## config.mk

```make
export PLATFORM = sky130hd
export DESIGN_NAME = wrst_quiesce_top
export DESIGN_NICKNAME = d
export VERILOG_FILES = /design/src/rtl/wrq_pkg.sv /design/src/rtl/wrq_sequencer.sv /design/src/rtl/wrq_clk_gate.sv /design/src/rtl/wrq_quiesce_unit.sv /design/src/rtl/wrst_quiesce_top.sv
export SDC_FILE = /design/constraint.sdc
export NUM_CORES = 1
export LEC_CHECK = 0
export BUFFER_PORTS_ARGS = -buffer_cell sky130_fd_sc_hd__clkbuf_2
export CORE_MARGIN = 4
export CORE_UTILIZATION = 62
export CTS_CLUSTER_SIZE = 30
export DETAILED_ROUTE_END_ITERATION = 10
export PLACE_DENSITY = 0.89
export SLEW_MARGIN = 10
export SYNTH_ARGS = -nofsm -noshare
export SYNTH_HDL_FRONTEND = slang
export SYNTH_SLANG_ARGS = --single-unit
export TNS_END_PERCENT = 5
```

## constraint.sdc

```tcl
create_clock -name clk -period 3.45 [get_ports clk]
set_input_delay 0.1725 -clock clk [delete_from_list [all_inputs] [get_ports clk]]
set_output_delay 0.1725 -clock clk [all_outputs]
set_load 0.02 [all_outputs]
```

## src/rtl/wrq_pkg.sv

```systemverilog
package wrq_pkg;

    typedef enum logic [2:0] {
        ST_IDLE,
        ST_REQ,
        ST_WAIT_ACK,
        ST_RESET,
        ST_RELEASE
    } wrq_state_e;

    // status of one derived clock
    typedef struct packed {
        logic lvl;   // clock output level
        logic en;    // clock generation running
    } gate_stat_t;

    localparam int NUM_CLK = 2;
    localparam int CLK_DBG = 0;
    localparam int CLK_CFG = 1;

    // counter width that holds 0 .. n-1, at least one bit
    function automatic int cnt_width(input int n);
        return (n > 1) ? $clog2(n) : 1;
    endfunction

endpackage

```

## src/rtl/wrq_sequencer.sv

```systemverilog
module wrq_sequencer
    import wrq_pkg::*;
#(
    parameter int TIMEOUT    = 64,
    parameter int RST_CYCLES = 4
) (
    input  logic clk,
    input  logic rst,
    input  logic warm_req_i,
    input  logic hs_en_i,
    input  logic ack_i,
    output logic q_req_o,
    output logic warm_rst_o
);
    localparam int TW = cnt_width(TIMEOUT);
    localparam int RW = cnt_width(RST_CYCLES);

    wrq_state_e    state;
    logic          hs_used;
    logic [TW-1:0] tmr;
    logic [RW-1:0] rcnt;

    always_ff @(posedge clk) begin
        if (rst) begin
            state   <= ST_IDLE;
            hs_used <= 1'b0;
            tmr     <= '0;
            rcnt    <= '0;
        end else begin
            case (state)
                ST_IDLE: begin
                    rcnt <= '0;
                    tmr  <= '0;
                    if (warm_req_i) begin
                        hs_used <= hs_en_i;
                        state   <= hs_en_i ? ST_REQ : ST_RESET;
                    end
                end
                ST_REQ: begin
                    tmr   <= '0;
                    state <= ST_WAIT_ACK;
                end
                ST_WAIT_ACK: begin
                    if (ack_i || tmr == TW'(TIMEOUT - 1)) begin
                        rcnt  <= '0;
                        state <= ST_RESET;
                    end else begin
                        tmr <= tmr + 1'b1;
                    end
                end
                ST_RESET: begin
                    if (rcnt == RW'(RST_CYCLES - 1)) begin
                        state <= ST_RELEASE;
                    end else begin
                        rcnt <= rcnt + 1'b1;
                    end
                end
                ST_RELEASE: begin
                    if (!ack_i) begin
                        hs_used <= 1'b0;
                        state   <= ST_IDLE;
                    end
                end
                default: state <= ST_IDLE;
            endcase
        end
    end

    always_comb begin
        warm_rst_o = (state == ST_RESET);
        q_req_o    = hs_used &&
                     (state == ST_REQ || state == ST_WAIT_ACK || state == ST_RESET);
    end

endmodule

```

## src/rtl/wrq_clk_gate.sv

```systemverilog
module wrq_clk_gate
    import wrq_pkg::*;
#(
    parameter int HALF = 2
) (
    input  logic       clk,
    input  logic       rst,
    input  logic       run_i,
    output gate_stat_t stat_o
);
    localparam int CW = cnt_width(HALF);

    logic          active;
    logic          lvl;
    logic [CW-1:0] cnt;

    always_ff @(posedge clk) begin
        if (rst) begin
            active <= 1'b1;
            lvl    <= 1'b0;
            cnt    <= '0;
        end else if (active) begin
            if (!run_i && !lvl) begin
                // park only in the low phase
                active <= 1'b0;
                cnt    <= '0;
            end else if (cnt == CW'(HALF - 1)) begin
                cnt <= '0;
                lvl <= ~lvl;
            end else begin
                cnt <= cnt + 1'b1;
            end
        end else if (run_i) begin
            active <= 1'b1;
            cnt    <= '0;
        end
    end

    assign stat_o = '{lvl: lvl, en: active};

endmodule

```

## src/rtl/wrq_quiesce_unit.sv

```systemverilog
module wrq_quiesce_unit
    import wrq_pkg::*;
#(
    parameter int DBG_HALF = 2,
    parameter int CFG_HALF = 80
) (
    input  logic               clk,
    input  logic               rst,
    input  logic               req_i,
    output logic               ack_o,
    output logic [NUM_CLK-1:0] lvl_o,
    output logic [NUM_CLK-1:0] en_o
);
    gate_stat_t stat [NUM_CLK];

    for (genvar g = 0; g < NUM_CLK; g++) begin : g_clk
        localparam int HALF = (g == CLK_DBG) ? DBG_HALF : CFG_HALF;
        wrq_clk_gate #(.HALF(HALF)) u_gate (
            .clk    (clk),
            .rst    (rst),
            .run_i  (!req_i),
            .stat_o (stat[g])
        );
        assign lvl_o[g] = stat[g].lvl;
        assign en_o[g]  = stat[g].en;
    end

    always_ff @(posedge clk) begin
        if (rst) ack_o <= 1'b0;
        else     ack_o <= req_i && !(|en_o);
    end

endmodule

```

## src/rtl/wrst_quiesce_top.sv

```systemverilog
module wrst_quiesce_top
    import wrq_pkg::*;
#(
    parameter int TIMEOUT    = 64,
    parameter int RST_CYCLES = 4,
    parameter int DBG_HALF   = 2,
    parameter int CFG_HALF   = 80
) (
    input  logic clk,
    input  logic rst,
    input  logic warm_req_i,
    input  logic hs_en_i,
    output logic warm_rst_o,
    output logic quiesce_req_o,
    output logic quiesce_ack_o,
    output logic dbg_clk_o,
    output logic cfg_clk_o,
    output logic dbg_clk_en_o,
    output logic cfg_clk_en_o
);
    logic [NUM_CLK-1:0] lvl;
    logic [NUM_CLK-1:0] en;

    wrq_sequencer #(.TIMEOUT(TIMEOUT), .RST_CYCLES(RST_CYCLES)) u_seq (
        .clk        (clk),
        .rst        (rst),
        .warm_req_i (warm_req_i),
        .hs_en_i    (hs_en_i),
        .ack_i      (quiesce_ack_o),
        .q_req_o    (quiesce_req_o),
        .warm_rst_o (warm_rst_o)
    );

    wrq_quiesce_unit #(.DBG_HALF(DBG_HALF), .CFG_HALF(CFG_HALF)) u_quiesce (
        .clk   (clk),
        .rst   (rst),
        .req_i (quiesce_req_o),
        .ack_o (quiesce_ack_o),
        .lvl_o (lvl),
        .en_o  (en)
    );

    assign dbg_clk_o    = lvl[CLK_DBG];
    assign cfg_clk_o    = lvl[CLK_CFG];
    assign dbg_clk_en_o = en[CLK_DBG];
    assign cfg_clk_en_o = en[CLK_CFG];

endmodule

```

==> Word level (Yosys, flattened, before mapping) <==
Index checks and enable logic that the tools add are counted.
{ "classes": {"add_sub_neg": 4, "eq_ne": 15, "n_mux": 27, "bitwise": 4, "n_reduce_logical": 22} }
{ "ops": {"columns": ["operator", "count"], "rows": [
  ["$mux 7", 4],
  ["$pmux 3 s5", 1],
  ["$mux 3", 4],
  ["$ne 2x2->1 const B", 6],
  ["$pmux 6 s2", 1],
  ["$reduce_and 3->1", 4],
  ["$mux 1", 11],
  ["$add 7x1->7 const B", 1],
  ["$eq 7x7->1 const B", 1],
  ["$add 6x1->6 const B", 1],
  ["$eq 3x2->1 const B", 2],
  ["$eq 6x6->1 const B", 1],
  ["$mux 2", 3],
  ["$mux 6", 1],
  ["$pmux 2 s3", 1],
  ["$logic_and 1x1->1", 4],
  ["$ne 2x1->1 const B", 2],
  ["$not 1->1", 4],
  ["$reduce_and 4->1", 1],
  ["$reduce_bool 2->1", 2],
  ["$reduce_or 2->1", 2],
  ["$eq 3x1->1 const B", 1],
  ["$eq 3x3->1 const B", 1],
  ["$logic_not 1->1", 3],
  ["8 further kinds", 10]
]} }
{ "totals": {"regBits": 25, "in_bits": 4, "output_inout_bits": 7} }

==> Logic depth before layout (Yosys ltp) <==
Gate-level depths: netlist of run 1.
{ "depth": {"ltp_word": 7, "ltp_mapped": 6, "depth_no_buf": 5} }

==> Cells and area by module <==
From an unflattened synthesis of run 1, not the netlist that was laid out.
{ "hier_totals": {"cells_unflattened": 149, "hier_area_um2": 1305.0} }
{ "by_module_without_submodules": {"columns": ["mod", "instances", "cells_per_inst", "area_per_inst_um2", "seq_area_each_um2"], "rows": [
  ["wrq_sequencer", 1, 78, 668.1, 240.2],
  ["wrq_clk_gate (u_quiesce.g_clk[1].u_gate)", 1, 54, 467.9, 180.2],
  ["wrq_clk_gate (u_quiesce.g_clk[0].u_gate)", 1, 14, 130.1, 60.1],
  ["wrq_quiesce_unit", 1, 3, 38.8, 20.0]
]} }

==> Worst setup path after synthesis of run 1 <==
No wires, ideal clock.
{ "synth_timing": {"path_kind": "flip-flop to flip-flop", "from": "reg u_seq.tmr[0]", "to": "reg u_seq.tmr[3]", "setup_ns": 0.074, "t_arrival_ns": 1.740, "slack_ns": 1.636, "path_stages_with_launch": 6, "path_buffers": 0, "cell_sequence": "dfxtp_1 > ha_1 > and3_4 > a311o_1 > or4_1 > a31oi_1"} }
{ "synth_between": {"elab_chain_cells": 4, "elab_cells_between_ends": 7} }
{ "synth_rtl": {"columns": ["element", "line_no", "source"], "rows": [
  ["start, declared", "wrq_sequencer.sv:20", "logic [TW-1:0] tmr;"],
  ["start signal, assigned", "wrq_sequencer.sv:48", "tmr <= tmr + 1'b1;"],
  ["branches (longest 4 deep; another with $add 6x1->6)", null, null]
]} }
Several ways; the timed one is not identified. The select of a mux whose other input is x is not followed.
A chain may end at the register's enable or synchronous reset.

==> Worst setup path after layout of run 1 <==
Same ends and word-level chain as after synthesis.

==> results.txt, run 1 <==
The flow ran to the end, and the final reports show no timing, DRC or antenna violations. The static power due to leakage is around 0.00051 µW. At the end of routability-driven placement, the weighted congestion stood at roughly 0.83. The synthesized area came out at 1340 µm².

The growth of design area from synthesis to finish came out at 5.33%. The path with the worst hold slack has its endpoint at u_seq.hs_used. The number of pins with negative max-slew slack in the final report is 0. The count of routing violations after the opening detailed-route iteration came out at 40. The critical path is of the flop to flop type. The number of placed I/O pins is 11. The total clock buffers created by CTS is 3.

The switching power as a share of total power came out at between 30 and 40%. STA puts the critical path data arrival time at 2.21 ns. The number of buffers inserted to repair setup after CTS is 0.

The worst-case register-to-register setup slack came out at between 1.5 and 2 ns. Input and output buffers added on the ports amount to 10. The TritonCTS clock tree is built. After detailed routing, the number of vias per cell comes to approximately 6.5. The post-route minimum period is 1.94 ns. The async set or reset register ratio after synthesis came out at 0%.

The worst setup path is launched from a flop. For this block, the via count after detailed routing is about 1,300. The sequential fraction of design power came out at about three fifths. For the pin with the worst max-slew slack, the measured transition is between 0.8 and 0.9 ns. The maximum number of pins on one net before global-route repair came out at 21. The synthesized design contains 0 enable-type register cells. The kind of end point of the critical path is a flop.

After routing, the total negative slack on setup checks comes to 0 ns. For this run the aggregate overflow at the end of global routing stands at 0. The HPWL after detailed placement came out at 1960 µm. The die width is between 50 and 60 µm. After clock tree synthesis, the repair step resized 0 gates. Setup repair after global routing left no endpoint under its margin.

The mean cell area of the mapped netlist came out at between 8 and 9 µm². The count of fill cells added during filler insertion came out at 158. The insertion delay of the later-clocked pin in the worst-skew pair is about 0.33 ns. The total core area came out at 2000 µm². The number of buffers on the longest clock path came out at 2.

The maximum fanout along the worst path came out at 5. The hold violation count in the final report came out at 0. The initial core utilization is 66.9%. The highest achievable clock rate is between 500 and 600 MHz. The number of levels in the clock H-tree is 1. The number of antenna cells inserted is 0. Clock-pin slew was measured on the worst setup and hold paths at approximately 0.14 ns. The number of nets in the finished design is 180. The worst register-to-register path ends at u_seq.tmr[3]. The cts-stage hold buffer count is 0. For this run, the register share of the synthesized area comes to 37.4%. In this run the power spent charging and discharging nets is about 170 µW. Counting flops and latches in the post-synthesis netlist gives 25. Along the worst hold path, the cell count comes to 4. The hold path startpoint is hs_en_i. Per report_power, the combinational group accounts for between 10% and 20% of the total. The worst slack at placement came out at approximately 1.5 ns.

The smallest setup slack after layout came out at 1.51 ns. The share of total power dissipated in the clock network is around a quarter. The worst-case headroom to the max-slew limit is between 40% and 50%. The net count after synthesis is roughly 170. The via count of the first global-routing pass is 1,080.

The internal power consumption is 385 µW. Setup violations remaining at the end of the flow were counted as 0. The endpoint required time on the critical path came out at 3.72 ns. The largest voltage drop on the vdd net is between 0.2 and 0.3 mV. The initial antenna violation count came out at 0.

In this run the critical register-to-register path is launched from u_seq.tmr[0]. In this run the remaining antenna-violating nets after routing total 0. The DRC violations left came out at 0. The wire length of the first global-routing pass came out at between 4000 and 5000 µm. Dividing the final minimum period by the clock period gives roughly 56%.

The synthesized instance count is 166. In this run the clock root is driven by a sky130_fd_sc_hd__clkbuf_4. The synthesis warning total came out at 0. The row count came out at 16. The max capacitance violation total came out at 0. The overall die area is approximately 3000 µm². The path class of the tightest hold or removal check is input pin to flop. The proportion of layout cells with a drive suffix above 1 is between 10% and 20%. After detailed routing, the average wire length per cell comes to roughly 14 µm. The final wirelength came out at between 2000 and 3000 µm.

The areal power density over the cells came out at 390 nW/µm². For this run, the detailed router's first-pass iteration total came to 4. In the synthesized netlist the dominant register cell turns out to be sky130_fd_sc_hd__dfxtp_1. The number of cells on the worst reg-to-reg path is 5. In the global route stage, overall resource usage came out at between 20% and 30%. On the final layout, the worst clock skew is between 0.002 and 0.0025 ns. Synthesis instantiated 44 different standard cells from the library. The height of the die came out at around 54 µm. The number of sinks driven by the clock tree came out at 25.
[worst max-delay path by stage]
stage / cells past startpoint / endpoint / slack [ns] / start
after floorplan: 5 / u_seq.tmr[3] / 1.64 / u_seq.tmr[0]
after CTS: 5 / u_seq.tmr[3] / 1.51 / u_seq.tmr[0]
final: 5 / u_seq.tmr[3] / 1.51 / u_seq.tmr[0]
after global placement: 5 / u_seq.tmr[3] / 1.59 / u_seq.tmr[0]
after global routing: 5 / u_seq.tmr[3] / 1.39 / u_seq.tmr[0]
after detailed placement: 5 / u_seq.tmr[3] / 1.53 / u_seq.tmr[0]
[placed cells by master (no fill, tap or decap), types with 2 or more instances in the layout]
cell	n
sky130_fd_sc_hd__clkbuf_2	10
sky130_fd_sc_hd__ha_1	3
sky130_fd_sc_hd__inv_1	5
sky130_fd_sc_hd__nand2b_1	7
sky130_fd_sc_hd__o21ai_0	8
sky130_fd_sc_hd__clkbuf_4	3
sky130_fd_sc_hd__a211oi_1	2
sky130_fd_sc_hd__o211ai_1	3
sky130_fd_sc_hd__nand3b_1	3
sky130_fd_sc_hd__nor4_1	3
sky130_fd_sc_hd__nor3_1	3
sky130_fd_sc_hd__a31oi_1	6
sky130_fd_sc_hd__a21o_1	2
sky130_fd_sc_hd__or2_2	2
sky130_fd_sc_hd__nor2_1	7
sky130_fd_sc_hd__nand2_1	19
sky130_fd_sc_hd__dfxtp_1	25
sky130_fd_sc_hd__or3_1	4
sky130_fd_sc_hd__nand3_1	10
sky130_fd_sc_hd__nor2b_1	4
sky130_fd_sc_hd__or4_1	5
sky130_fd_sc_hd__nand4_1	4
sky130_fd_sc_hd__a21oi_1	13
[cell usage after synthesis (2+ instances only)]
| cell | count | area share, % |
|---|---|---|
| sky130_fd_sc_hd__dfxtp_1 | 25 | 37 |
| sky130_fd_sc_hd__nand2_1 | 19 | 5.3 |
| sky130_fd_sc_hd__a21oi_1 | 13 | 4.9 |
| sky130_fd_sc_hd__nand3_1 | 10 | 3.7 |
| sky130_fd_sc_hd__o21ai_0 | 8 | 3.0 |
| sky130_fd_sc_hd__nand2b_1 | 7 | 3.3 |
| sky130_fd_sc_hd__nor2_1 | 7 | 2.0 |
| sky130_fd_sc_hd__a31oi_1 | 6 | 2.8 |
| sky130_fd_sc_hd__clkbuf_1 | 6 | 1.7 |
| sky130_fd_sc_hd__inv_1 | 5 | 1.4 |
| sky130_fd_sc_hd__or4_1 | 5 | 2.8 |
| sky130_fd_sc_hd__nand4_1 | 4 | 1.9 |
| sky130_fd_sc_hd__nor2b_1 | 4 | 1.9 |
| sky130_fd_sc_hd__or3_1 | 4 | 1.9 |
| sky130_fd_sc_hd__ha_1 | 3 | 2.8 |
| sky130_fd_sc_hd__nand3b_1 | 3 | 1.7 |
| sky130_fd_sc_hd__nor3_1 | 3 | 1.1 |
| sky130_fd_sc_hd__nor4_1 | 3 | 1.4 |
| sky130_fd_sc_hd__o211ai_1 | 3 | 1.7 |
| sky130_fd_sc_hd__a211oi_1 | 2 | 1.1 |
| sky130_fd_sc_hd__a21o_1 | 2 | 1.1 |
| sky130_fd_sc_hd__or2_2 | 2 | 0.93 |
[registers in the layout, indices dropped and copies added (netlist names)]
name,flops
u_seq.hs_used,1
u_seq.tmr,6
u_quiesce.g_clk.u_gate.active,2
u_seq.rcnt,2
u_quiesce.ack_o,1
u_quiesce.g_clk.u_gate.cnt,8
u_seq.state,3
u_quiesce.g_clk.u_gate.lvl,2
[power groups by stage]
stage	Sequential [µW]	Combinational, µW	Clock (µW)
floorplan	323	72.3	0
global placement	329	82.6	0
detailed placement	331	86.3	0
CTS	324	87.2	136
global route	328	97.9	149
finish	325	87.4	138
[logic make-up (layout without fill, tap and decap cells)]
logic type | count (synthesis) | count (layout) | share of synthesized area, %
compound gates | 44 | 44 | 20.9
xor+xnor | 1 | 1 | 0.654
fa+ha+maj | 3 | 3 | 2.80
buf+inv | 13 | 19 | 4.30
flops | 25 | 25 | 37.4
mux | 1 | 1 | 0.748
simple gates | 79 | 79 | 33.2
[per-stage QoR]
step	area, µm²	hold slack, ns	std cells	total power (µW)	util [%]
after floorplan	1340	0.404	166	395	-
after global placement	1380	0.466	195	412	69.1
after detailed placement	1380	0.479	195	417	69.1
after CTS	1410	0.205	199	547	70.4
after global routing	1410	0.233	199	575	70.4
final	1410	0.194	199	550	70.4
[worst max-delay path, cell delays in order, from the launching register on]
cell	delay [ns]
sky130_fd_sc_hd__dfxtp_1	0.37
sky130_fd_sc_hd__ha_1	0.26
sky130_fd_sc_hd__and3_4	0.21
sky130_fd_sc_hd__a311o_1	0.40
sky130_fd_sc_hd__or4_1	0.48
sky130_fd_sc_hd__a31oi_1	0.16
[cell type report]
class	count	area (µm²)	share of cell area (%)
Sequential cell	25	500	35.5
Timing Repair Buffer	10	50.0	3.55
Inverter	5	18.8	1.33
Tap cell	27	33.8	2.40
Clock buffer	4	26.3	1.86
Multi-Input combinational cell	128	781	55.4
[metal layers]
layer  wire length [µm]  global-route usage [%]  part of all wire (%)  vias to the layer above
met5                  0                       0                     0                        -
met4                 53                    9.96                   1.9                        0
met3                166                    2.45                   5.8                        5
met2               1260                    33.1                    44                       46
met1               1360                    31.6                    48                      609
li1                   -                       -                     -                      626
Power figures use the tool's default switching activity.
==> run 2: changes to the inputs <==
- ABC_AREA: not set -> 1
- CORE_UTILIZATION: 62 -> 58
- PLACE_DENSITY: 0.89 -> 0.84
- clock period: 3.45 -> 1.85 ns (I/O delays scaled with it)
==> run 2 against run 1 <==
  * Clock skew rose by 0.0014 ns
  * Critical path type unchanged
  * Largest power group unchanged
  * Count of clock-buffer cells in the layout did not move
  * Flip-flop and latch count did not move
  * Combinational power rose to 5.8 times the previous value
  * Synthesized area rose by 3.9%
  * Core utilization fell by 5.0 points
  * Routed wire length fell by 10%
  * Sequential share of layout area fell by 1.6 points
  * Power rose to 2.7 times the previous value
  * Synthesized cell count rose by 30%
  * Largest cell class unchanged
  * Via count rose by 1.9%
==> results.txt, run 2 <==
After detailed routing, no signal wire sits above met4. The number of cells on the worst reg-to-reg path is 9. The wire length of the first global-routing pass is between 4000 and 5000 µm.

Cells fill 65.4% of the core in the end. Total power for the finished layout comes to approximately 1500 µW. The final wirelength is 2550 µm. The flip-flop count of the largest register after layout came out at 8. The row count is 17. The clock-pin slew reported for the worst setup and hold paths after clock tree synthesis came out at between 0.1 and 0.15 ns. The smallest setup slack after layout is approximately 0.3 ns. The post-route minimum period is about 1.5 ns.

The hold path startpoint is rst. The total of buffers placed on input and output ports is 10. The max capacitance violation total came out at 0. The library cell with the highest instance count after synthesis is sky130_fd_sc_hd__nand2_1. Routability-driven placement finished with a final weighted congestion of roughly 0.84. The total core area is between 2000 and 2500 µm². The sequential fraction of the synthesis area is between 30% and 40%. The post-route non-filler standard cell count came out at around 250. The worst-case headroom to the max-slew limit is a little under three quarters. The areal power density over the cells came out at 992 nW/µm². The number of pins with negative max-slew slack in the final report was 0. The cts-stage hold buffer count came out at 0.

Yosys printed 0 warnings. The run finished with clean final reports. In this run the worst path has a maximum fanout of 14. The library cell used most frequently in the layout, excluding fill and tap cells, is sky130_fd_sc_hd__nand2_1.

Based on the critical path, the design can be clocked at up to 647 MHz. The period utilization is between 80% and 90%. The die covers between 3000 and 4000 µm².

After detailed routing, the met3 layer carries around 120 µm of wire. The count of unique library cells instantiated by Yosys came out at 25. By startpoint and endpoint, the worst setup path is classified as flop to flop.

In the synthesized netlist, the number of instances is approximately 220. The height of the die came out at between 50 and 60 µm. The synthesized netlist occupies a cell area of about 1400 µm². TritonCTS built the clock tree. The static power due to leakage is 0.000666 µW.

For this run, the total global-route usage over all layers was measured as about 17%. The setup-violating endpoint count in the final report is 0. The via count of the first global-routing pass is about 1,100. The clock tree root buffer cell is sky130_fd_sc_hd__clkbuf_4. The worst slack at placement came out at 0.337 ns. The worst setup path is captured at a flop. The maximum cell stage delay along the critical path is about 0.44 ns. The storage element area is between 500 and 600 µm². In the layout the commonest cells are sky130_fd_sc_hd__nand2_1 (59), sky130_fd_sc_hd__nor2_1 (33), sky130_fd_sc_hd__dfxtp_1 (25), sky130_fd_sc_hd__inv_1 (24), sky130_fd_sc_hd__nand3_1 (17). The number of cells on the worst hold path came out at 2.

The total number of vias is between 1,000 and 1,500. The area share of the leading cell type in the synthesized netlist came out at between 30% and 40%. In this run, synthesis produced a sequential element count of 25.

The proportion of layout cells with a drive suffix above 1 is between 10% and 20%. Using the TritonRoute via totals, the vias-per-cell ratio works out to a little over 5. At the pin with the least slew margin, the transition time is approximately 0.43 ns.

The number of sinks driven by the clock tree came out at 25. The number of levels in the clock H-tree is 1. The hold violation count in the final report was 0.

The endpoint identified for the worst register-to-register timing path is u_seq.tmr[0]. After detailed routing, the number of remaining DRC violations is 0. After detailed routing, the average wire length per cell comes to 10.0 µm. The first detailed-routing pass ran for 4 iterations. In this run the remaining antenna-violating nets after routing total 0. The number of placed I/O pins is 11. The endpoint required time on the critical path is 2.11 ns. The cell count after placement is 250.

The maximum number of pins on one net before global-route repair came out at 15. For this block, wires on met1 add up to between 1000 and 1500 µm. The class of the worst hold path is input pin to flop. Among all flip-flop cells after synthesis, the most frequent one is sky130_fd_sc_hd__dfxtp_1. The area of the multi-input gates is around 760 µm².

The longest clock path from root to sink contains 2 buffers. The async set or reset register ratio after synthesis came out at 0%. In this run the critical register-to-register path is launched from u_seq.tmr[0]. The startpoint type of the worst setup path is a flop. The met2 routed wirelength is between 1000 and 1500 µm. The growth of design area from synthesis to finish came out at 6.02%. Each instance of the synthesized netlist takes up on average ~6.4 µm². The number of nets in the finished design came out at around 230. In the final layout, the registers with the most flip-flops are u_quiesce.g_clk.u_gate.cnt x8, u_seq.tmr x6, u_seq.state x3.

The number of synthesized flops with an enable pin is 0. The overall overflow remaining after global route came out at 0. The count of fill cells added during filler insertion is about 230. For the final routed database, the setup TNS stands at 0 ns. For hold timing, the worst endpoint is u_seq.tmr[3]. IR analysis of the VDD net gives a maximum drop of around 0.74 mV. The cell taking the most area after synthesis is sky130_fd_sc_hd__dfxtp_1. The register with the most flip-flops in the final layout is u_quiesce.g_clk.u_gate.cnt. The insertion delay of the later-clocked pin in the worst-skew pair came out at ~0.31 ns. The cell with the biggest individual delay on the critical path is sky130_fd_sc_hd__dfxtp_1.

The post-cts sizing count came out at 0. By count the netlist is led by sky130_fd_sc_hd__nand2_1 (59), sky130_fd_sc_hd__nor2_1 (33), sky130_fd_sc_hd__dfxtp_1 (25), sky130_fd_sc_hd__inv_1 (24), sky130_fd_sc_hd__nand3_1 (17). The signal on the critical path passes through ha_1 > nand2_1 > nor2_2 > nand3_1 > nand2_2 > nand2_1 > inv_1 > nor2_1 > nor2_1.

The initial antenna violation count is 0. 0 antenna diodes ended up in the layout. The data arrival time of the critical path came out at between 1.5 and 2 ns. Setup repair after global routing left no endpoint under its margin. The total clock buffers created by CTS is 3. The number of nets handed over by synthesis was 223. The count of routing violations after the opening detailed-route iteration is between 40 and 50. The HPWL after detailed placement is approximately 2000 µm.

The number of buffers inserted to repair setup after CTS came out at 0. In the post-synthesis netlist, the biggest area contributors are sky130_fd_sc_hd__dfxtp_1 (36%), sky130_fd_sc_hd__nand2_1 (16%), sky130_fd_sc_hd__nor2_1 (8.9%). The worst-case register-to-register setup slack is around 0.31 ns.

The clock arrives with a little under 0.004 ns of skew. The initial core utilization is between 60% and 70%. The die width is roughly 57 µm.
run 2: cell count changes in the layout (fill, tap and decap cells not counted), sizes merged, moves of 4 or more:
cell    previous run  this run
nor2b              4         0
inv                5        27
or4                5         0
a31oi              6         0
nand2             19        64
or3                4         0
nand2b             7         0
nand3             10        18
nor2               8        37
run 2: metal layers:
metal / global-route usage (%) / vias up
met5: 0 / -
met4: 4.97 / 0
met3: 2.26 / 2
met2: 24.5 / 25
met1: 26.8 / 577
li1: - / 707
run 2: worst max-delay path, delay by kind of cell (launching register included):
family | cells | cell delay, ns
AND/OR/NAND/NOR | 7 | 0.76
flip-flops | 1 | 0.44
adder cells (fa/ha/maj) | 1 | 0.20
buffers and inverters | 1 | 0.10
run 2: area by class of cell:
| type | count | share of cell area, % |
|---|---|---|
| multi-input cells | 160 | 51.7 |
| flip-flops and latches | 25 | 33.9 |
| inverters | 27 | 6.87 |
| repair buffers | 10 | 3.39 |
| well taps | 28 | 2.37 |
| clock buffers | 4 | 1.78 |
run 2: metrics by stage:
stage	hold WS (ns)	cell area, µm²
CTS	0.113	1480
floorplan	0.169	1390
global route	0.132	1480
finish	0.124	1480
global placement	0.457	1450
detailed placement	0.460	1450
run 2: worst max path at each step:
stage / start / depth (start not counted) / end
after floorplan: u_seq.tmr[0] / 9 / u_seq.rcnt[0]
after global placement: u_seq.tmr[0] / 9 / u_seq.tmr[0]
after detailed placement: u_seq.tmr[0] / 9 / u_seq.tmr[0]
after CTS: u_seq.tmr[0] / 9 / u_seq.tmr[0]
after global routing: u_seq.tmr[0] / 9 / u_seq.tmr[0]
final: u_seq.tmr[0] / 9 / u_seq.tmr[0]
run 2: kinds of logic after synthesis:
| group | share of synthesized area, % |
|---|---|
| and+or+nand+nor | 41.5 |
| AOI/OAI and AO/OA | 10.6 |
| DFF | 36.0 |
| buffers and inverters | 9.26 |
| adders and majority gates | 2.70 |
run 2: report_power, final:
group	switching, µW	internal [µW]
combinational	327	181
clock	151	84.2
sequential	96.9	623
total	575	888
